===== src/rtl/pstage_guard_pkg.sv =====
package pstage_guard_pkg;
  // Synchronised view of all asynchronous inputs.
  typedef struct packed {
    logic sup_on;
    logic sup_off;
    logic ocp;
    logic sense_ovr;
    logic otp;
    logic pin_hi;
    logic pin_lo;
    logic stby;
  } guard_flags_t;

  localparam int unsigned FLAG_W = $bits(guard_flags_t);
endpackage


===== src/rtl/pstage_guard_sync.sv =====
module pstage_guard_sync #(
  parameter int unsigned W      = 8,
  parameter int unsigned STAGES = 2
) (
  input  logic         clk,
  input  logic         rst_n,
  input  logic [W-1:0] d_i,
  output logic [W-1:0] q_o
);
  logic [STAGES-1:0][W-1:0] chain_q;

  always_ff @(posedge clk or negedge rst_n) begin
    if (!rst_n) chain_q[0] <= '0;
    else        chain_q[0] <= d_i;
  end

  for (genvar s = 1; s < STAGES; s++) begin : g_stage
    always_ff @(posedge clk or negedge rst_n) begin
      if (!rst_n) chain_q[s] <= '0;
      else        chain_q[s] <= chain_q[s-1];
    end
  end

  assign q_o = chain_q[STAGES-1];
endmodule


===== src/rtl/pstage_guard_supply.sv =====
module pstage_guard_supply (
  input  logic clk,
  input  logic rst_n,
  input  logic above_on,
  input  logic below_off,
  input  logic hold_reset,
  output logic supply_ok
);
  logic ok_d, ok_q;

  // Turn-off wins over turn-on; no flag keeps the state (hysteresis band).
  always_comb begin
    ok_d = ok_q;
    if (hold_reset)     ok_d = 1'b0;
    else if (below_off) ok_d = 1'b0;
    else if (above_on)  ok_d = 1'b1;
  end

  always_ff @(posedge clk or negedge rst_n) begin
    if (!rst_n) ok_q <= 1'b0;
    else        ok_q <= ok_d;
  end

  assign supply_ok = ok_q;
endmodule


===== src/rtl/pstage_guard_latch.sv =====
module pstage_guard_latch (
  input  logic clk,
  input  logic rst_n,
  input  logic trip,
  input  logic release_seen,
  input  logic hold_reset,
  output logic latched
);
  logic lat_d, lat_q;

  // A new trip wins over a release in the same cycle.
  always_comb begin
    lat_d = lat_q;
    if (hold_reset)                lat_d = 1'b0;
    else if (trip)                 lat_d = 1'b1;
    else if (lat_q && release_seen) lat_d = 1'b0;
  end

  always_ff @(posedge clk or negedge rst_n) begin
    if (!rst_n) lat_q <= 1'b0;
    else        lat_q <= lat_d;
  end

  assign latched = lat_q;
endmodule


===== src/rtl/pstage_guard.sv =====
module pstage_guard
  import pstage_guard_pkg::*;
#(
  parameter int unsigned SYNC_STAGES = 2
) (
  input  logic clk,
  input  logic rst_n,
  input  logic sup_on_i,
  input  logic sup_off_i,
  input  logic ocp_i,
  input  logic sense_ovr_i,
  input  logic otp_i,
  input  logic pin_hi_i,
  input  logic pin_lo_i,
  input  logic stby_i,
  output logic bridge_en_o,
  output logic pin_pull_o,
  output logic seq_home_o
);
  guard_flags_t flags_raw, flags_s;
  logic [FLAG_W-1:0] flags_vec;
  logic supply_ok, fault_latched;
  logic stby_d, stby_q;

  assign flags_raw = '{sup_on: sup_on_i, sup_off: sup_off_i, ocp: ocp_i,
                       sense_ovr: sense_ovr_i, otp: otp_i, pin_hi: pin_hi_i,
                       pin_lo: pin_lo_i, stby: stby_i};

  pstage_guard_sync #(.W(FLAG_W), .STAGES(SYNC_STAGES)) u_sync (
    .clk  (clk),
    .rst_n(rst_n),
    .d_i  (flags_raw),
    .q_o  (flags_vec)
  );
  assign flags_s = guard_flags_t'(flags_vec);

  pstage_guard_supply u_supply (
    .clk       (clk),
    .rst_n     (rst_n),
    .above_on  (flags_s.sup_on),
    .below_off (flags_s.sup_off),
    .hold_reset(flags_s.stby),
    .supply_ok (supply_ok)
  );

  pstage_guard_latch u_latch (
    .clk         (clk),
    .rst_n       (rst_n),
    .trip        (flags_s.ocp | flags_s.sense_ovr),
    .release_seen(flags_s.pin_lo),
    .hold_reset  (flags_s.stby),
    .latched     (fault_latched)
  );

  // Standby edge tracker for the home request.
  always_comb stby_d = flags_s.stby;

  always_ff @(posedge clk or negedge rst_n) begin
    if (!rst_n) stby_q <= 1'b0;
    else        stby_q <= stby_d;
  end

  assign pin_pull_o  = !supply_ok || fault_latched || flags_s.otp;
  assign bridge_en_o = supply_ok && !fault_latched && !flags_s.otp &&
                       flags_s.pin_hi && !flags_s.stby;
  assign seq_home_o  = stby_q && !flags_s.stby;
endmodule


===== config.mk =====
export PLATFORM = sky130hd
export DESIGN_NAME = pstage_guard
export DESIGN_NICKNAME = d
export VERILOG_FILES = /design/src/rtl/pstage_guard_pkg.sv /design/src/rtl/pstage_guard_sync.sv /design/src/rtl/pstage_guard_supply.sv /design/src/rtl/pstage_guard_latch.sv /design/src/rtl/pstage_guard.sv
export SDC_FILE = /design/constraint.sdc
export NUM_CORES = 1
export LEC_CHECK = 0
export BUFFER_PORTS_ARGS = -buffer_cell sky130_fd_sc_hd__buf_2
export CAP_MARGIN = 40
export CORE_AREA = 4 4 41 43
export DETAILED_ROUTE_END_ITERATION = 8
export DIE_AREA = 0 0 45 47
export PLACE_DENSITY_LB_ADDON = 0.08
export RECOVER_POWER = 25
export SLEW_MARGIN = 20
export SYNTH_ARGS = -nofsm -noshare
export SYNTH_HDL_FRONTEND = slang
export SYNTH_SLANG_ARGS = --single-unit

===== constraint.sdc =====
create_clock -name clk -period 1.55 [get_ports clk]
set_clock_uncertainty 0.1 [all_clocks]
set_input_delay 0.0775 -clock clk [delete_from_list [all_inputs] [get_ports clk]]
set_output_delay 0.0775 -clock clk [all_outputs]
set_load 0.1 [all_outputs]

# [After elaboration in Yosys (flattened, before gate mapping)]
# Index checks and enable logic that the tools add are counted.
[word_totals] regBits=19 inputBits=10 output_inout_bits=3 elab_cells=26
[op_classes] mux=6 bitwise=1 reduce_logical=14
[op_table] cell="$logic_and A1 B1 Y1" count=6
[op_table] cell="$mux W1" count=6
[op_table] cell="$reduce_bool A3 Y1" count=2
[op_table] cell="$logic_not A1 Y1" count=4
[op_table] cell="$logic_or A1 B1 Y1" count=2
[op_table] cell="$or A1 B1 Y1" count=1

# [Logic depth before layout (Yosys ltp)]
[logic_depth] depth_word=5 ltp_mapped=2 mapped_depth_nobuf=2

# [Modules after synthesis]
# From an unflattened synthesis, not the netlist that was laid out.
[hier_totals] cells_unflattened=36 area_unflattened_um2=601.8
[modules_own_cells] mod="pstage_guard_sync" n_inst=1 cells_each=24 area_each_um2=460.4 seq_area_each_um2=400.4
[modules_own_cells] mod="pstage_guard" n_inst=1 cells_each=5 area_each_um2=58.8 seq_area_each_um2=25.0
[modules_own_cells] mod="pstage_guard_latch" n_inst=1 cells_each=4 area_each_um2=43.8 seq_area_each_um2=25.0
[modules_own_cells] mod="pstage_guard_supply" n_inst=1 cells_each=3 area_each_um2=38.8 seq_area_each_um2=25.0

# [Worst setup path after synthesis]
# OpenSTA, ideal clock, no wires.
[synth_path] kind="register to output" startpoint="register u_latch.lat_q (netlist: u_latch.latched)" endpoint="output bridge_en_o" arrival_time_ns=2.518 required_time_ns=1.372 path_slack_ns=-1.146 stages_incl_launch_ff=3 path_buffers=0 cell_sequence="dfrtp_1 or3b_1 nor3b_2"
[synth_between] elab_chain_len=5
[synth_lines] element="start: declaration" line_no="pstage_guard_latch.sv:9" text="logic lat_d, lat_q;"
[synth_lines] element="start signal: assignment" line_no="pstage_guard_latch.sv:21" text="else lat_q <= lat_d;"
[synth_lines] element="$logic_not A1 Y1" line_no="pstage_guard.sv:64" text="assign bridge_en_o = supply_ok && !fault_latched && !flags_s.otp &&"
[synth_lines] element="$logic_and A1 B1 Y1 (3 in a row)" line_no="pstage_guard.sv:64"
[synth_lines] element="$logic_and A1 B1 Y1" line_no="pstage_guard.sv:65" text="flags_s.pin_hi && !flags_s.stby;"
[synth_lines] element="end: declaration" line_no="pstage_guard.sv:16" text="output logic bridge_en_o,"
# No other way between the ends.

# [Final worst setup path]
[layout_path] startpoint="register u_sync.chain_q (netlist bit u_sync.q_o[3])" endpoint="output bridge_en_o"
[layout_between] elab_chain_len=4
[layout_lines] element="start: declaration" line_no="pstage_guard_sync.sv:10" text="logic [STAGES-1:0][W-1:0] chain_q;"
[layout_lines] element="start signal: indexed assignment" line_no="pstage_guard_sync.sv:20" text="else chain_q[s] <= chain_q[s-1];"
[layout_lines] element="$logic_not A1 Y1" line_no="pstage_guard.sv:64"
[layout_lines] element="$logic_and A1 B1 Y1 (2 in a row)" line_no="pstage_guard.sv:64"
[layout_lines] element="$logic_and A1 B1 Y1" line_no="pstage_guard.sv:65"
# No other way between the ends.

==> flow_summary.json <==
{
  "outcome": "finished, violations left",
  "cts.clk_slew.worst_paths_ns": 0.09,
  "rsz0062_at_grt": "true",
  "pre_cts_ws_ns": 0.1952,
  "totalWireLength_um": 704,
  "clk-insertion-delay-late_ns": 0.28,
  "ys_seq_area_share_pct": 90.05,
  "setup.worst_path.end_class": "output port",
  "grt_pass1_vias": 306,
  "hold_path.class": "in -> async",
  "drc_errors": 0,
  "vias": 272,
  "clockBufferDepth": 2,
  "grt_usage_pct": 9.299,
  "finalNetCount": 63,
  "rows": 13,
  "crit_type": "reg -> out",
  "drtIter0Drc": 1,
  "syn_inst": 27,
  "firstDrtPassIters": 2,
  "synth_area_leaders": "dfrtp_1 90%, nor3b_2 2.4%, or3b_1 1.7%",
  "worst_slew_pin_slew_ns": 0.4850,
  "critPathLaunchType": "flip-flop",
  "cts_htree_levels": 1,
  "final_util_pct": 57.60,
  "dieArea_um2": 2115,
  "ys_ff_latch": 19,
  "cts_root_buf": "clkbuf_4",
  "die_w_um": 45,
  "hold_violations": 0,
  "cts-resized-gates": 0,
  "ir_drop_v": 0.0005358,
  "cts_tree": "done",
  "diodes": 0,
  "max_freq_mhz": 606.1,
  "routedWlPerCell_um": 10.51,
  "syn_area_um2": 528.0,
  "grt_pass1_wl_mm": 1.297,
  "syn_to_final_growth_pct": 41.94,
  "setup_ws_ns": -0.09993,
  "ant_nets": 0,
  "arrival_ns": 1.47,
  "grt_max_degree": 20,
  "coreArea_um2": 1301,
  "power_density_nw_per_um2": 1093,
  "worstPathMaxFanout": 2,
  "drv_cap": 0,
  "violations": "negative setup slack",
  "syn_nets": 37,
  "period_share_pct": 106.4,
  "initial_core_util_pct": 40.58,
  "slew_headroom_pct": 67.89,
  "hpwl_um": 479.1,
  "die_y_um": 47,
  "p_leak_nw": 0.3499,
  "min_period_ns": 1.650,
  "required_ns": 1.37,
  "antenna_found_initial": 0,
  "yosysTopAreaCellShare_pct": 90.05,
  "port_buffers": 12,
  "avgSynthCellArea_um2": 19.56,
  "synth_largest_area_cell": "dfrtp_1",
  "cts_buffers": 3,
  "postCtsSetupRepairBufs": 0,
  "ys_warn_count": 0,
  "viasPerCell": 4.060,
  "gp_congestion": 0.6026,
  "drive_gt1_share_pct": 34.62,
  "slew_viol_final": 0,
  "finalSetupViolations": 1,
  "gr-total-overflow": 0,
  "synth_cell_types": 8,
  "ios": 13,
  "cts.sinks": 19
}
## critical path: stages, from the launching register on
cell and delay (ns):
dfrtp_1 0.38, or3b_4 0.41, nor3b_4 0.21, buf_12 0.20
## cells in the mapped netlist
cell / instances
dfrtp_1: 19
or2b_1: 1
nor2_1: 2
a21oi_1: 1
or3b_1: 1
nor3b_2: 1
nor2b_1: 1
nor3_1: 1
## where the power goes
part / leakage, nW / total, mW / internal (mW) / switching (mW)
sequential: 0.224 / 0.530 / 0.520 / 0.00942
combinational: 0.111 / 0.0633 / 0.0304 / 0.0329
clock: 0.0150 / 0.226 / 0.0998 / 0.126
## per-layer routing
| layer | global-route usage, % | vias up | wire, µm |
|---|---|---|---|
| met3 | 3.448 | 0 | 59 |
| li1 | - | 138 | - |
| met2 | 14.12 | 11 | 375 |
| met4 | 7.018 | 0 | 0 |
| met5 | 0 | - | 0 |
| met1 | 10.75 | 123 | 269 |
## area by class of cell
class / instances / area, µm²
sequential: 19 / 475.5
tap: 15 / 18.77
clock buffer: 4 / 26.28
timing repair buffer: 21 / 165.2
fill: 108 / 551.8
multi-input combinational: 8 / 63.81
## metrics by stage
stage	area [µm²]	power, mW	setup TNS [ns]	instances	hold WS [ns]
floorplan	539.3	0.5617	-0.4137	27	-0.3181
global placement	633.1	0.5847	0	54	-0.09086
detailed placement	633.1	0.5876	0	54	-0.07922
CTS	749.5	0.8332	-0.1438	67	0.1429
global route	749.5	0.8707	-0.2263	67	0.1688
finish	749.5	0.8192	-0.09993	67	0.1374
## flip-flops by register name, summed over array words and instances (netlist names)
signal	count
stby_q	1
u_latch.latched	1
u_sync.q_o	8
u_sync.chain_q	8
u_supply.supply_ok	1
## kinds of logic after synthesis
| kind of cell | count (synthesis) | share of synthesized area, % |
|---|---|---|
| AND/OR/NAND/NOR | 7 | 9.006 |
| flip-flops | 19 | 90.05 |
| AO/OA/AOI/OAI | 1 | 0.9470 |
## timing repair
action | in CTS | in global routing
hold endpoints to repair | 27 | 0
setup endpoints to repair | 2 | 2
hold buffers | 9 | 0
## cells in the final DEF, fill, tap and decap left out, types with 2 or more instances in the layout
cell type / count
buf_2: 11
clkbuf_4: 3
dfrtp_1: 19
dlygate4sd3_1: 9
nor2_1: 2
## path summary, 6_finish.rpt
| path | startpoint | endpoint | slack [ns] | cells past startpoint |
|---|---|---|---|---|
| max | u_sync.q_o[3]$_DFF_PN0_ | bridge_en_o | -0.1 | 3 |
| min | rst_n | u_sync.chain_q[4]$_DFF_PN0_ | 0.14 | 2 |
| max reg2reg | u_sync.q_o[1]$_DFF_PN0_ | u_latch.latched$_DFFE_PN0P_ | 0.65 | 2 |
| min reg2reg | u_sync.chain_q[0]$_DFF_PN0_ | u_sync.q_o[0]$_DFF_PN0_ | 0.25 | 0 |
| max in group asynchronous | rst_n | u_latch.latched$_DFFE_PN0P_ | 0.94 | 2 |
| min in group clk | u_sync.chain_q[0]$_DFF_PN0_ | u_sync.q_o[0]$_DFF_PN0_ | 0.25 | 0 |
No activity file was read; power rests on OpenSTA's default activity.
